[src/rtl/redir_deliver.sv]
module redir_deliver #(
  parameter int NPINS  = 24,
  parameter int LINE_W = 5
) (
  input  logic                  clk,
  input  logic                  rst_n,
  input  logic                  evt_valid,
  input  logic [LINE_W-1:0]     evt_line,
  input  logic                  evt_level,
  input  logic [NPINS*64-1:0]   redir_tbl,
  output logic [NPINS-1:0]      rirr_o,
  input  logic                  eoi_valid,
  input  logic [7:0]            eoi_vector,
  output logic                  pic_req,
  input  logic                  pic_ack,
  input  logic [7:0]            pic_vector,
  output logic                  msg_valid,
  input  logic                  msg_ready,
  output logic [7:0]            msg_dest,
  output logic                  msg_dest_mode,
  output logic [2:0]            msg_deliv_mode,
  output logic [7:0]            msg_vector,
  output logic                  msg_trig
);

  localparam int ENTRY_W = 64;
  localparam int PIN_W   = (NPINS > 1) ? $clog2(NPINS) : 1;
  localparam int F_DM    = 8;
  localparam int F_DMODE = 11;
  localparam int F_POL   = 13;
  localparam int F_TRIG  = 15;
  localparam int F_MASK  = 16;
  localparam int F_DEST  = 56;
  localparam logic [2:0] DM_EXT = 3'd7;

  typedef enum logic [1:0] {ST_SCAN, ST_FETCH, ST_SEND} st_t;

  st_t                state;
  logic [NPINS-1:0]   irr_q, rirr_q;
  logic [NPINS-1:0]   mask_v, trig_v, pol_v, dmode_v;
  logic [7:0]         vec_v  [NPINS];
  logic [7:0]         dest_v [NPINS];
  logic [2:0]         dm_v   [NPINS];
  logic [NPINS-1:0]   evt_hit, eoi_hit, eff_v, dlv, unused_bits;
  logic [NPINS-1:0]   set_v, clr_lvl, dlv_edge, dlv_lvl, elig;
  logic [LINE_W-1:0]  mapped;
  logic [PIN_W-1:0]   sel_idx, cap_idx;
  logic               sel_found, accept;

  assign mapped = (evt_line == '0) ? LINE_W'(2) : evt_line;
  assign accept = msg_valid && msg_ready;

  for (genvar i = 0; i < NPINS; i++) begin : g_pin
    localparam int B = i * ENTRY_W;
    assign vec_v[i]   = redir_tbl[B +: 8];
    assign dm_v[i]    = redir_tbl[B+F_DM +: 3];
    assign dmode_v[i] = redir_tbl[B+F_DMODE];
    assign pol_v[i]   = redir_tbl[B+F_POL];
    assign trig_v[i]  = redir_tbl[B+F_TRIG];
    assign mask_v[i]  = redir_tbl[B+F_MASK];
    assign dest_v[i]  = redir_tbl[B+F_DEST +: 8];
    assign unused_bits[i] = ^{redir_tbl[B+12], redir_tbl[B+14], redir_tbl[B+F_DEST-1:B+F_MASK+1]};
    assign evt_hit[i] = evt_valid && (int'(mapped) == i);
    assign eoi_hit[i] = eoi_valid && rirr_q[i] && (vec_v[i] == eoi_vector);
    assign dlv[i]     = accept && (cap_idx == PIN_W'(i));
  end

  assign eff_v    = {NPINS{evt_level}} ^ pol_v;
  assign set_v    = evt_hit & eff_v & (trig_v | ~mask_v);
  assign clr_lvl  = evt_hit & trig_v & ~eff_v;
  assign dlv_edge = dlv & ~{NPINS{msg_trig}};
  assign dlv_lvl  = dlv & {NPINS{msg_trig}};
  assign elig     = irr_q & ~mask_v & ~(trig_v & rirr_q);

  always_comb begin
    sel_found = 1'b0;
    sel_idx   = '0;
    for (int i = NPINS - 1; i >= 0; i--) begin
      if (elig[i]) begin
        sel_found = 1'b1;
        sel_idx   = PIN_W'(i);
      end
    end
  end

  always_ff @(posedge clk or negedge rst_n) begin
    if (!rst_n) begin
      irr_q  <= '0;
      rirr_q <= '0;
    end else begin
      irr_q  <= (irr_q & ~clr_lvl & ~dlv_edge) | set_v;
      rirr_q <= (rirr_q & ~eoi_hit) | dlv_lvl;
    end
  end

  always_ff @(posedge clk or negedge rst_n) begin
    if (!rst_n) begin
      state          <= ST_SCAN;
      cap_idx        <= '0;
      msg_dest       <= '0;
      msg_dest_mode  <= 1'b0;
      msg_deliv_mode <= '0;
      msg_vector     <= '0;
      msg_trig       <= 1'b0;
    end else begin
      case (state)
        ST_SCAN: if (sel_found) begin
          cap_idx        <= sel_idx;
          msg_dest       <= dest_v[sel_idx];
          msg_dest_mode  <= dmode_v[sel_idx];
          msg_deliv_mode <= dm_v[sel_idx];
          msg_vector     <= vec_v[sel_idx];
          msg_trig       <= trig_v[sel_idx];
          state          <= (dm_v[sel_idx] == DM_EXT) ? ST_FETCH : ST_SEND;
        end
        ST_FETCH: if (pic_ack) begin
          msg_vector <= pic_vector;
          state      <= ST_SEND;
        end
        ST_SEND: if (msg_ready) state <= ST_SCAN;
        default: state <= ST_SCAN;
      endcase
    end
  end

  assign msg_valid = (state == ST_SEND);
  assign pic_req   = (state == ST_FETCH);
  assign rirr_o    = rirr_q;

endmodule

[config.mk]
export PLATFORM = sky130hd
export DESIGN_NAME = redir_deliver
export DESIGN_NICKNAME = d
export VERILOG_FILES = /design/src/rtl/redir_deliver.sv
export SDC_FILE = /design/constraint.sdc
export NUM_CORES = 1
export LEC_CHECK = 0
export CAP_MARGIN = 10
export CORE_AREA = 2 2 624 626
export DETAILED_ROUTE_END_ITERATION = 8
export DIE_AREA = 0 0 626 628
export PLACE_DENSITY = 0.3
export SYNTH_ARGS = -nofsm -noshare
export SYNTH_HDL_FRONTEND = slang
export SYNTH_SLANG_ARGS = --single-unit
[constraint.sdc]
create_clock -name clk -period 5 [get_ports clk]
set_input_delay 1 -clock clk [delete_from_list [all_inputs] [get_ports clk]]
set_output_delay 1 -clock clk [all_outputs]
set_load 0.01 [all_outputs]
======== Word level (Yosys, flattened, before mapping) ========
Index checks and enable logic that the tools add are counted.
word-level totals
  bits in registers ....................... 76
  memories ................................ 0
  latch bits .............................. 0
  ROM bits ................................ 0
  bits of input ports ..................... 1564
  memory bits (writable) .................. 0
  word-level logic and storage cells ...... 286
cells by class
  multiply operators ...................... 0
  mux-type cells .......................... 70
  add/subtract/negate cells ............... 0
  magnitude comparators ................... 2
  reductions and logical operators ........ 105
  div/mod/pow operators ................... 0
  equal/unequal tests ..................... 76
  shift operators ......................... 0
  bitwise gates (word level) .............. 24
operator list
  kind                  number
  $and A24 B24 Y24      12
  $eq A8 B8 Y1          24
  $not A24 Y24          7
  $mux W5               25
  $eq A5 B5 Y1 const B  24
  $logic_and A1 B1 Y1   97
  $bmux W8 S5           2
  $or A24 B24 Y24       3
  $eq A5 B4 Y1 const B  12
  $mux W8               6
  $eq A5 B3 Y1 const B  6
  $mux W1               26
  $xor A24 B24 Y24      1
  $pmux W8 S2           1
  $bmux W3 S5           1
  $eq A5 B2 Y1 const B  3
  $logic_not A5 Y1      3
  $bmux W1 S5           2
  $mux W2               4
  $ge A6 B6 Y1 const B  1
  $lt A5 B6 Y1 const B  1
  $mux W3               2
  $not A5 Y6            1
  $pmux W2 S3           1
  other kinds (10)      12

======== Longest topological paths before layout ========
  word-level depth ........................ 35
  gate-level depth with buffers ........... 14
  mapped depth without buffers ............ 10

======== Worst setup path after synthesis ========
No wires, ideal clock.
  path kind ............................... input to register
  from .................................... in redir_tbl[1423]
  to ...................................... reg state[0]
  stages on the path ...................... 10
  data arrival time ....................... 3418 ps
  setup slack ............................. 1461 ps
  required time ........................... 4879 ps
  buffers on the path ..................... 0
  cell sequence ........................... nand2_1 -> a221o_1 -> a221o_1 -> a211o_1 -> a31oi_4 -> mux4_2 -> o2111ai_1 -> o41ai_1 -> o21a_1 -> a22o_1
between the ends
  longest elaborated chain between the ends .. 34
  elaborated cells between the ends (all ways) .. 59
ends and longest elaborated chain
  item                                         RTL line  source
  start, declared                              10        input logic [NPINS*64-1:0] redir_tbl,
  $and A24 B24 Y24 (*)                         73        assign elig = irr_q & ~mask_v & ~(trig_v & rirr_q);
  $not A24 Y24 (*)                             73
  $and A24 B24 Y24 (*)                         73
  $mux W5 (23 in series)                       79        if (elig[i]) begin
  $not A5 Y6 (implied by the code)             114       state <= (dm_v[sel_idx] == DM_EXT) ? ST_FETCH : ST_SEND;
  $bmux W3 S5                                  114
  $mux W3 (implied by the code) (2 in series)  114
  $eq A3 B3 Y1                                 114
  $mux W2                                      114
  $mux W2                                      107       ST_SCAN: if (sel_found) begin
  $pmux W2 S3                                  106       case (state)
  end signal, assigned                         114
  end, declared                                38        st_t state;
Every way passes the cells marked *; elsewhere a longest branch is shown, timed or not. The select of a mux whose other input is x is not followed.
A chain may end at the register's enable or synchronous reset.

======== Worst setup path after layout ========
  from .................................... in redir_tbl[655]
  to ...................................... reg msg_dest[6]
between the ends
  longest elaborated chain between the ends .. 18
  elaborated cells between the ends (all ways) .. 30
ends and longest elaborated chain
  item                                         RTL line  source
  $and A24 B24 Y24 (*)                         73
  $not A24 Y24 (*)                             73
  $and A24 B24 Y24 (*)                         73
  $mux W5 (11 in series)                       79
  $not A5 Y6 (implied by the code)             109       msg_dest <= dest_v[sel_idx];
  $bmux W8 S5                                  109
  $mux W8 (implied by the code) (2 in series)  109
  end signal, assigned                         109
  end, declared                                19        output logic [7:0] msg_dest,
Marks and branches as above.

==> impl_metrics.json <==
{
  "status": "finished, final reports clean",
  "drt-pass1-iter-count": 5,
  "timing.slew.headroom": 0.411,
  "finalSetupViolations": 0,
  "fp.dieArea_sq_um": 393000,
  "grt_pass1_wl_um": 181000,
  "ir_drop_uv": 268,
  "drv_cap": 0,
  "start_util": 0.0301,
  "synth_edf_count": 0,
  "path_max_fanout": 6,
  "reg2reg_to": "msg_dest[6]",
  "antenna_found_initial": 107,
  "worstSetupStartpointType": "input port",
  "cp-end-kind": "register",
  "route.detailed.drc": 0,
  "avgSynthCellArea_sq_um": 7.84,
  "instances_no_fill": 7468,
  "row_count": 229,
  "syn-num-nets": 3052,
  "r2r-start": "rirr_o[12]",
  "vias": 15100,
  "cts.sinks": 76,
  "pin_count": 1611,
  "skew_ns": 0.0406,
  "slew_viol_final": 0,
  "multi_input_area_sq_um": 9220,
  "place.gp.congestion": 0.776,
  "drive_above_1_share": 0.148,
  "crit_arrival_ns": 5.10,
  "routed_wl_um": 148000,
  "finalCritPeriodShare": 0.956,
  "synth_area_sq_um": 11700,
  "synth-seq-cells": 76,
  "place_hpwl_um": 135000,
  "htreeDepth": 3,
  "worstPathRequired_ns": 5.32,
  "clkSlewWorstSetupHoldPaths_ns": 0.08,
  "reg2reg_slack_ns": 0.69,
  "ys.flop_type": "dfrtp_1",
  "grt_max_degree": 37,
  "worstMarginPinSlew_ns": 0.884,
  "placedCellCount": 7429,
  "drtIter0Drc": 603,
  "clk_latency_ns": 0.44,
  "min_period_ns": 4.78,
  "fmax_mhz": 209,
  "core_sq_um": 387000,
  "clockBufferDepth": 2,
  "power_density_nw_per_um2": 591,
  "die_w_um": 626,
  "ff2ff_path_depth": 14,
  "nets": 3809,
  "yosysWarnings": 0,
  "final_cell_mix": "clkdlybuf4s50_1, nand2_1, mux2i_1",
  "p_leak_nw": 8.72,
  "grt_remaining_overflow": 0,
  "layout_commonest_cell": "clkdlybuf4s50_1",
  "grt_pass1_vias": 15900,
  "hold_ws_ns": 0.486,
  "hp-class": "reg -> reg",
  "ant_nets": 0,
  "netlist_instances": 1488,
  "seq_area_frac_synth": 0.163,
  "async_flop_share": 1.00,
  "regArea_sq_um": 1900,
  "rsz0062_at_grt": "no",
  "fill_cells": 45500,
  "io_buffer_count": 625,
  "finalHoldViolCount": 0,
  "cts_root_buf": "clkbuf_16",
  "crit_type": "in -> reg",
  "utilization": 0.0687,
  "dieHeight_um": 628,
  "synth.distinct_cells": 78,
  "cp-startpoint": "redir_tbl[655]",
  "post_drt_wl_per_cell_um": 19.8,
  "cts_hold_buf": 0,
  "cp-endpoint": "msg_dest[6]",
  "grtUsageTotal": 0.0728,
  "cts_buffers": 9,
  "vias_per_cell": 2.02,
  "cts_tree": "yes",
  "area_growth_pct": 128
}
[critical path, cell delays in order]
cell and delay [ns]:
clkdlybuf4s50_1 0.49, nand2_1 0.10, a22o_1 0.43, a2111oi_4 0.43
o221a_2 0.32, nor2_4 0.06, buf_12 0.16, buf_4 0.14
mux2i_1 0.14, buf_4 0.15, mux2i_4 0.45, mux4_2 0.50
clkinv_1 0.38, o221ai_1 0.30
[layer usage]
layer	GRT usage	vias up	wire, um
li1	-	6963	-
met5	0	-	512
met3	0.0300	215	13700
met2	0.134	629	75200
met1	0.0752	7162	53600
met4	0.0198	82	4770
[Yosys cell counts, types with 13 or more instances]
master,number,area [sq um]
nand2_1,235,882
mux2i_1,200,2000
xor2_1,175,1530
nand3_1,98,490
dfrtp_1,76,1900
nor2_1,59,221
clkbuf_1,48,180
o21ai_0,41,205
xnor2_1,37,324
and3_1,30,188
buf_2,30,150
nor2b_1,30,188
inv_1,29,109
nor4_1,28,175
o41ai_1,26,228
a21oi_1,25,125
mux2_2,23,259
a31oi_1,21,131
nor3_1,18,90.1
a32o_1,17,170
nand2b_1,15,93.8
a221o_1,14,140
a311oi_1,13,114
buf_1,13,48.8
[per-stage QoR]
stage | TNS [ns] | area, sq um | total power, mW | setup WS, ns
2_1_floorplan | 0 | 11700 | 6.76 | 1.46
3_3_place_gp | -9.74 | 26200 | 15.6 | -1.21
3_5_place_dp | -9.75 | 26200 | 15.6 | -0.794
4_1_cts | 0 | 26500 | 16.6 | 0.0597
5_1_grt | 0 | 26500 | 17.0 | 0.0707
6_report | 0 | 26600 | 15.7 | 0.222
[report_power, final]
part           switching (mW)  total (mW)  internal (mW)  leakage [nW]
clock network           0.439       0.835          0.395         0.137
registers               0.453        1.30          0.850         0.981
logic                    7.82        13.6           5.74          7.61
[sequential cells by signal, indices dropped and copies added (netlist names)]
register	flops
cap_idx	5
irr_q	24
msg_deliv_mode	3
msg_dest	8
msg_dest_mode	1
msg_trig	1
msg_vector	8
rirr_o	24
state	2
[layout make-up]
type                       instances  area share
sequential                        76      0.0715
clock inverter                     6     0.00273
antenna                           21     0.00198
inverter                          38     0.00537
tap                             5197       0.245
multi-input combinational       1265       0.347
timing repair buffer             855       0.318
clock buffer                      10     0.00861
[kinds of logic after synthesis]
logic type,synth area share
AOI/OAI and AO/OA,0.184
DFF,0.163
and+or+nand+nor,0.219
muxes,0.215
buffers and inverters,0.0595
xor gates and xnor gates,0.159
[how the worst min path moves through the flow]
| stage | from | to | slack (ns) | cells after the start |
|---|---|---|---|---|
| finish | msg_dest[3] | msg_dest[3] | 0.49 | 2 |
| floorplan | irr_q[12] | irr_q[12] | 0.46 | 1 |
| CTS | msg_dest[3] | msg_dest[3] | 0.49 | 2 |
| global route | msg_deliv_mode[1] | msg_deliv_mode[1] | 0.51 | 1 |
| detailed placement | irr_q[14] | irr_q[14] | 0.47 | 1 |
| global placement | msg_deliv_mode[1] | msg_deliv_mode[1] | 0.47 | 1 |
[timing repair]
action                     4_1_cts  5_1_grt
pin swaps                        0        1
resized for setup                7        0
buffers inserted                 0        2
setup endpoints to repair        9        6
No activity file was read; power rests on OpenSTA's default activity.
